--- src/rtl/circ_agen_pkg.sv ---
package circ_agen_pkg;
  typedef enum logic [1:0] {
    RK_INDEX  = 2'd0,
    RK_MODIFY = 2'd1,
    RK_LENGTH = 2'd2,
    RK_NONE   = 2'd3
  } reg_kind_e;
endpackage

--- src/rtl/circ_agen_regs.sv ---
module circ_agen_regs
  import circ_agen_pkg::*;
#(
  parameter int AW = 14,
  parameter int N  = 4,
  localparam int SW = $clog2(N)
) (
  input  logic          clk,
  input  logic          rst,
  input  logic          wr_en,
  input  logic [1:0]    wr_kind,
  input  logic [SW-1:0] wr_sel,
  input  logic [AW-1:0] wr_data,
  input  logic          upd_en,
  input  logic [SW-1:0] upd_sel,
  input  logic [AW-1:0] upd_val,
  input  logic [SW-1:0] rd_ptr,
  input  logic [SW-1:0] rd_mod,
  output logic [AW-1:0] cur_idx,
  output logic [AW-1:0] cur_anchor,
  output logic [AW-1:0] cur_len,
  output logic [AW-1:0] cur_modv
);
  logic [AW-1:0] idx_q [N];
  logic [AW-1:0] anc_q [N];
  logic [AW-1:0] len_q [N];
  logic [AW-1:0] mod_q [N];

  for (genvar i = 0; i < N; i++) begin : g_ent
    logic hit_idx, hit_len, hit_mod;
    assign hit_idx = wr_en && (reg_kind_e'(wr_kind) == RK_INDEX)  && (wr_sel == SW'(i));
    assign hit_mod = wr_en && (reg_kind_e'(wr_kind) == RK_MODIFY) && (wr_sel == SW'(i));
    assign hit_len = wr_en && (reg_kind_e'(wr_kind) == RK_LENGTH) && (wr_sel == SW'(i));

    always_ff @(posedge clk) begin
      if (rst) begin
        idx_q[i] <= '0;
        anc_q[i] <= '0;
      end else if (hit_idx) begin
        idx_q[i] <= wr_data;
        anc_q[i] <= wr_data;
      end else if (upd_en && (upd_sel == SW'(i))) begin
        idx_q[i] <= upd_val;
      end
    end

    always_ff @(posedge clk) begin
      if (rst) begin
        mod_q[i] <= '0;
        len_q[i] <= '0;
      end else begin
        if (hit_mod) mod_q[i] <= wr_data;
        if (hit_len) len_q[i] <= wr_data;
      end
    end
  end

  assign cur_idx    = idx_q[rd_ptr];
  assign cur_anchor = anc_q[rd_ptr];
  assign cur_len    = len_q[rd_ptr];
  assign cur_modv   = mod_q[rd_mod];
endmodule

--- src/rtl/circ_agen_update.sv ---
module circ_agen_update #(
  parameter int AW = 14
) (
  input  logic [AW-1:0] ptr,
  input  logic [AW-1:0] anchor,
  input  logic [AW-1:0] len,
  input  logic [AW-1:0] modv,
  output logic [AW-1:0] base,
  output logic [AW-1:0] nxt
);
  logic [AW-1:0] span_m;
  logic signed [AW+1:0] off, adj, lenx;

  always_comb begin
    span_m = len - AW'(1);
    for (int k = 0; k < AW; k++) span_m = span_m | (span_m >> 1);
  end

  assign base = anchor & ~span_m;
  assign lenx = $signed({2'b00, len});

  always_comb begin
    off = $signed({2'b00, ptr}) - $signed({2'b00, base}) + $signed({{2{modv[AW-1]}}, modv});
    if (off >= lenx)      adj = off - lenx;
    else if (off < 0)     adj = off + lenx;
    else                  adj = off;
  end

  assign nxt = (len == '0) ? (ptr + modv) : (base + adj[AW-1:0]);
endmodule

--- src/rtl/circ_agen_bitrev.sv ---
module circ_agen_bitrev #(
  parameter int AW = 14
) (
  input  logic [AW-1:0] din,
  output logic [AW-1:0] dout
);
  for (genvar i = 0; i < AW; i++) begin : g_bit
    assign dout[i] = din[AW-1-i];
  end
endmodule

--- src/rtl/circ_agen.sv ---
module circ_agen #(
  parameter int AW = 14,
  parameter int N  = 4,
  localparam int SW = $clog2(N)
) (
  input  logic          clk,
  input  logic          rst,
  input  logic          wr_en,
  input  logic [1:0]    wr_kind,
  input  logic [SW-1:0] wr_sel,
  input  logic [AW-1:0] wr_data,
  input  logic          acc_en,
  input  logic [SW-1:0] acc_ptr,
  input  logic [SW-1:0] acc_mod,
  input  logic          bitrev,
  output logic          addr_valid,
  output logic [AW-1:0] addr_out
);
  logic [AW-1:0] cur_idx, cur_anchor, cur_len, cur_modv;
  logic [AW-1:0] cur_base, nxt_idx, rev_idx;
  logic [AW-1:0] addr_q;
  logic          valid_q;

  circ_agen_regs #(.AW(AW), .N(N)) u_regs (
    .clk(clk), .rst(rst),
    .wr_en(wr_en), .wr_kind(wr_kind), .wr_sel(wr_sel), .wr_data(wr_data),
    .upd_en(acc_en), .upd_sel(acc_ptr), .upd_val(nxt_idx),
    .rd_ptr(acc_ptr), .rd_mod(acc_mod),
    .cur_idx(cur_idx), .cur_anchor(cur_anchor), .cur_len(cur_len), .cur_modv(cur_modv)
  );

  circ_agen_update #(.AW(AW)) u_upd (
    .ptr(cur_idx), .anchor(cur_anchor), .len(cur_len), .modv(cur_modv),
    .base(cur_base), .nxt(nxt_idx)
  );

  circ_agen_bitrev #(.AW(AW)) u_rev (
    .din(cur_idx), .dout(rev_idx)
  );

  always_ff @(posedge clk) begin
    if (rst) begin
      addr_q  <= '0;
      valid_q <= 1'b0;
    end else begin
      valid_q <= acc_en;
      if (acc_en) addr_q <= bitrev ? rev_idx : cur_idx;
    end
  end

  assign addr_out   = addr_q;
  assign addr_valid = valid_q;
endmodule

--- config.mk ---
export PLATFORM = sky130hd
export DESIGN_NAME = circ_agen
export DESIGN_NICKNAME = d
export VERILOG_FILES = /design/src/rtl/circ_agen_pkg.sv /design/src/rtl/circ_agen_regs.sv /design/src/rtl/circ_agen_update.sv /design/src/rtl/circ_agen_bitrev.sv /design/src/rtl/circ_agen.sv
export SDC_FILE = /design/constraint.sdc
export NUM_CORES = 1
export LEC_CHECK = 0
export CORE_ASPECT_RATIO = 0.9
export CORE_MARGIN = 3
export CORE_UTILIZATION = 55
export DETAILED_ROUTE_END_ITERATION = 10
export GPL_ROUTABILITY_DRIVEN = 0
export PLACE_DENSITY = 0.72
export SLEW_MARGIN = 20
export SYNTH_ARGS = -nofsm -noshare
export SYNTH_HDL_FRONTEND = slang
export SYNTH_SLANG_ARGS = --single-unit
--- constraint.sdc ---
create_clock -name clk -period 26.1 [get_ports clk]
set_input_delay 5.22 -clock clk [delete_from_list [all_inputs] [get_ports clk]]
set_output_delay 5.22 -clock clk [all_outputs]
set_load 0.01 [all_outputs]
=== After elaboration in Yosys (flattened, before gate mapping) ===
Memories as Yosys holds them, arrays and structs flattened.
Index checks and enable logic that the tools add are counted.

* Register bits: 15
* RAM bits: 224
* Bits of input ports: 27
* Output and inout bits: 15
* Memories: 4

* Add/sub/neg operators: 7
* $lt $le $gt $ge: 2
* Equality and inequality tests: 8
* Muxes and demuxes: 78
* Bitwise operators: 36
* Reduce and logical (&&, ||, !) cells: 23

{| class="wikitable"
|+ Memory list
! memory !! depth !! bits a word !! rd ports !! clocked after memory_dff !! wr ports !! RTL line !! source
|-
| u_regs.anc_q || 4 || 14 || 1 || 0 || 4 || circ_agen_regs.sv:25 || <nowiki>logic [AW-1:0] anc_q [N];</nowiki>
|-
| u_regs.idx_q || 4 || 14 || 1 || 0 || 4 || circ_agen_regs.sv:24 || <nowiki>logic [AW-1:0] idx_q [N];</nowiki>
|-
| u_regs.len_q || 4 || 14 || 1 || 0 || 4 || circ_agen_regs.sv:26 || <nowiki>logic [AW-1:0] len_q [N];</nowiki>
|-
| u_regs.mod_q || 4 || 14 || 1 || 0 || 4 || circ_agen_regs.sv:27 || <nowiki>logic [AW-1:0] mod_q [N];</nowiki>
|}

{| class="wikitable"
|+ Operator list
! operator !! number
|-
| 14-bit 2-to-1 mux || 24
|-
| 14-bit by 13-bit OR with 14-bit output || 14
|-
| 1-bit 2-to-1 mux || 54
|-
| 14-bit adder || 3
|-
| 1-bit OR || 20
|-
| 1-bit logical AND || 19
|-
| 15-bit by 14-bit adder with 16-bit output || 1
|-
| 16-bit by 15-bit greater-or-equal comparator with 1-bit output || 1
|-
| 16-bit by 1-bit < comparator with 1-bit output (second input constant) || 1
|-
| 14-bit by 14-bit subtractor with 15-bit output || 1
|-
| 14-bit AND || 1
|-
| 14-bit logical NOT || 1
|-
| 14-bit NOT || 1
|-
| 14-bit by 1-bit subtractor with 14-bit output (second input constant) || 1
|-
| 14-bit subtractor || 1
|-
| 2-bit equality test (second input constant) || 5
|-
| 2-bit by 1-bit equality test with 1-bit output (second input constant) || 3
|-
| 2-bit logical NOT || 3
|}

=== Longest topological paths before layout ===
An unclocked memory read counts as a cell.

* Depth in word-level cells: 26
* Depth in mapped cells: 54

=== Hierarchy ===
Synthesis repeated with hierarchy kept, for this count alone.

* Cell total of the unflattened synthesis: 1353
* Area total of the unflattened synthesis: 15473.6 µm²

{| class="wikitable"
|+ Modules (own cells, without submodules)
! module !! instances !! cells an instance !! area each (µm²) !! seq. area each (µm²)
|-
| circ_agen_regs || 1 || 622 || 10166.0 || 6726.5
|-
| circ_agen_update || 1 || 653 || 4549.4 || 0.0
|-
| circ_agen || 1 || 64 || 653.1 || 300.3
|-
| circ_agen_bitrev || 1 || 14 || 105.1 || 0.0
|}

=== Worst setup path before layout ===
No wires, ideal clock.

* Path type: input to register
* Start point: in acc_ptr[0]
* End point: mem u_regs.idx_q[0][13] (data pin)
* Library setup time: 277 ps
* Arrival: 14862 ps
* Required time: 25823 ps
* Path slack: 10961 ps
* Cell stages on the path: 51
* Path buffers: 3
* Path through: buf_6 > mux4_1 > inv_1 > ha_1 > nand4_1 > xnor2_1 > or4_1 > o21bai_2 > or3_4 > nor4b_4 > nand3_2 > a211o_1 > ha_1 > nor2b_1 > o21ai_0 > a21boi_0 > o21ai_0 > a21boi_0 > [15 not listed] > a21oi_1 > nand3b_1 > o21ai_0 > clkbuf_1 > a2bb2oi_1 > nor2_1 > a221o_1 > ha_1 > nand2_1 > o21ai_0 > or4_1 > nand4_1 > nand2_1 > a21o_1 > a21oi_1 > xnor2_1 > xnor2_1 > o221ai_1

{| class="wikitable"
|+ RTL lines
! what !! RTL line !! source
|-
| start, declared || circ_agen.sv:13 || <nowiki>input logic [SW-1:0] acc_ptr,</nowiki>
|-
| end, declared || circ_agen_regs.sv:24 ||
|}

==> out/results.txt <==
hold_sp = addr_out[2]
GRT Residual Overflow = 0
CTS tree = built
Rel. slew slack = 22.9%
dominant cells by area after synthesis = edfxtp_1 44%, and2_1 7.0%, ha_1 6.9%, mux4_2 6.2%, o21bai_1 3.4%
Clock Latency Late Sink = 530 ps
Critical Path Source Type = input port
routed vias = 10,925
largest area contributor in the netlist = edfxtp_1
die width = 181 um
Clock Tree Buf Depth = 3
Fmax = 61.0 MHz
Clock Skew = 14.5 ps
port bufs = 41
nets = 1,472
LEAKAGE = 6.30 nW
CP delay by family, top = compound AO/OA/AOI/OAI gates
Post-Syn Nets = 1,455
post-layout minimum cycle time = 16,390 ps
final WL = 41,600 um
Avg Synthesized Cell Area = 11.3 um2
initial antenna violation count = 2
CP startpoint = acc_ptr[0]
Worst Path Buf+Inv = 4
worst path required time = 26,340 ps
Worst IR Drop VDD = 0.0000780 V
Post-Synthesis Cells = 1,338
vias in the first global route = 10,377
Std-Cell Rows = 56
DRT antenna net count = 0
fraction of the cycle the final worst path needs = 62.8%
max-slew violations = 0
Synth Flop Type = edfxtp_1
clk sink count = 239
Layout area overhead = 9.85%
Setup CP Type = in2reg
Setup Viol. Count Final = 0
fillers = 2,130
clock slew at reported path FFs = 60 ps
IO Count = 42
pin count of the biggest net entering global routing = 51
first-pass GRT wire length = 62,200 um
HPWL after DPL = 29,300 um
Async SR Flop Fraction = 0%
crit-path most repeated cell = o21ai_0
fraction of layout cells with a size suffix above 1 = 10.1%
Final Hold Viols = 0
cts bufs inserted = 25
Post-synth EDFFs = 224
First-pass DRT Iterations = 5
number of setup buffers added after CTS = 0
initial drt markers = 1,390
initial core utilization = 57.0%
drt drc = 0
Critical Path Max Stage Delay = 700 ps
crit path DAT = 16,620 ps
hold_buf cts = 0
die area = 0.0296 mm2
root buffer cell = clkbuf_16
GRT Util Overall = 27.7%
wire per inst = 24.1 um
total core area = 0.0266 mm2
Post-synth top cells = 224 x edfxtp_1, 170 x and2_1, 84 x ha_1, 80 x nor2_1, 69 x o21bai_1
post-CTS sizing = 0
mapped cell area = 0.0151 mm2
PwrDens = 112 mW/mm2
area of the multi-input gates = 0.00764 mm2
area share of the largest cell type after synthesis = 44.4%
register area = 0.00703 mm2
fraction of the yosys area taken by sequential cells = 46.4%
most numerous cell in the Yosys netlist = edfxtp_1
Vias/cell = 6.35
worst slew pin tran = 1150 ps
RSZ-0062 raised after global routing = no
maximum fanout along the worst path = 15
Setup TNS = 0 ps
run status = finished, final reports clean
H-Tree Depth = 1
Min Hold Slack = 480 ps
HP Class = reg2reg
worst slack at placement = 9480 ps
Worst path slowest cell = mux4_1
final worst setup slack = 9710 ps
die height = 163 um
Synth Register Bits = 239
Unique masters post-synth = 74
launch point of the worst reg-to-reg path = u_regs.len_q[2][4]
YS warnings = 0
max capacitance violation total = 0
Crit. End Element = register
[cell usage in the layout, fill, tap and decap left out, types with 6 or more instances in the layout]
cell             netlist  routed
nand3_1               11      11
nand2b_1              11      11
clkbuf_16              0      25
a21boi_0               8       8
and3_1                 6       6
mux2_2                 7       7
nand4_1               10      10
clkdlybuf4s50_1        0      39
a211oi_1              29      29
nand2_1               52      52
dfxtp_1               15      15
ha_1                  84      84
a21oi_1               51      51
o21bai_1              69      65
nor3_1                25      20
or2_2                 13      13
mux4_2                42      42
inv_1                 61      61
nor2b_1               25      25
a221o_1                9       9
a21o_1                17      17
o221ai_1              11      11
nor2_1                80      80
buf_4                  2      23
xnor2_1               35      35
a31oi_1                8       8
clkinv_1               0       9
and2_1               170     170
edfxtp_1             224     224
a211o_1                7       7
o211ai_1               6       6
or3_1                 10      10
fa_1                   6       6
o21a_1                10      10
xor2_1                 9       9
mux2i_1               31      31
o21ai_0               45      45
[routing by layer]
metal | wire (um) | GRT usage, % | part of all wire, % | vias to the layer above
li1 | - | - | - | 5017
met1 | 17100 | 38.0 | 41 | 5329
met2 | 19400 | 45.2 | 47 | 497
met3 | 3670 | 5.25 | 8.8 | 82
met4 | 1380 | 8.62 | 3.3 | 0
met5 | 0 | 0 | 0 | -
[worst min-delay path: stages (launching register included)]
cell and delay [ps]:
dfxtp_1 310, nor2_1 80, a211oi_1 50
[cell families after synthesis]
kind of cell	after synthesis	synth area share [%]
flip-flops	239	46.4
multiplexers	83	9.33
buffers and inverters	134	3.50
AND/OR/NAND/NOR	439	16.2
adder cells (fa/ha/maj)	90	7.73
AO/OA/AOI/OAI	309	14.3
XOR/XNOR	44	2.54
[sequential cells by signal, summed over array words and instances (netlist names)]
| register | cells |
|---|---|
| u_regs.anc_q | 56 |
| u_regs.idx_q | 56 |
| u_regs.len_q | 56 |
| u_regs.mod_q | 56 |
| addr_out | 14 |
| addr_valid | 1 |
[worst paths after layout]
check / slack [ps] / cells after the start / to
worst max-delay path: 9710 / 52 / u_regs.idx_q[0][13]
worst min-delay path: 480 / 2 / addr_out[2]
worst max register to register: 14430 / 50 / u_regs.idx_q[0][13]
worst min register to register: 480 / 2 / addr_out[2]
[layout make-up]
cell class / instances / area share, %
Tap cell: 348 / 2.62
Multi-Input combinational cell: 965 / 45.9
Antenna cell: 1 / 0.0150
Clock buffer: 29 / 3.85
Timing Repair Buffer: 63 / 3.41
Clock inverter: 15 / 0.609
Inverter: 61 / 1.38
Sequential cell: 239 / 42.2
[through the flow]
stage          area, um2  utilization (%)  power (mW)  std cells
5_1_grt            16600             62.7        1.97       1720
2_1_floorplan      15100                -        1.24       1338
3_5_place_dp       15900             59.8        1.51       1676
3_3_place_gp       15900             59.8        1.49       1676
6_report           16600             62.7        1.86       1721
4_1_cts            16600             62.6        1.84       1720
[power by group]
group	switching (mW)	internal, mW	total (mW)
clock network	0.148	0.185	0.333
logic	0.651	0.411	1.06
registers	0.00843	0.455	0.464
(Power assumes the default switching activity.)
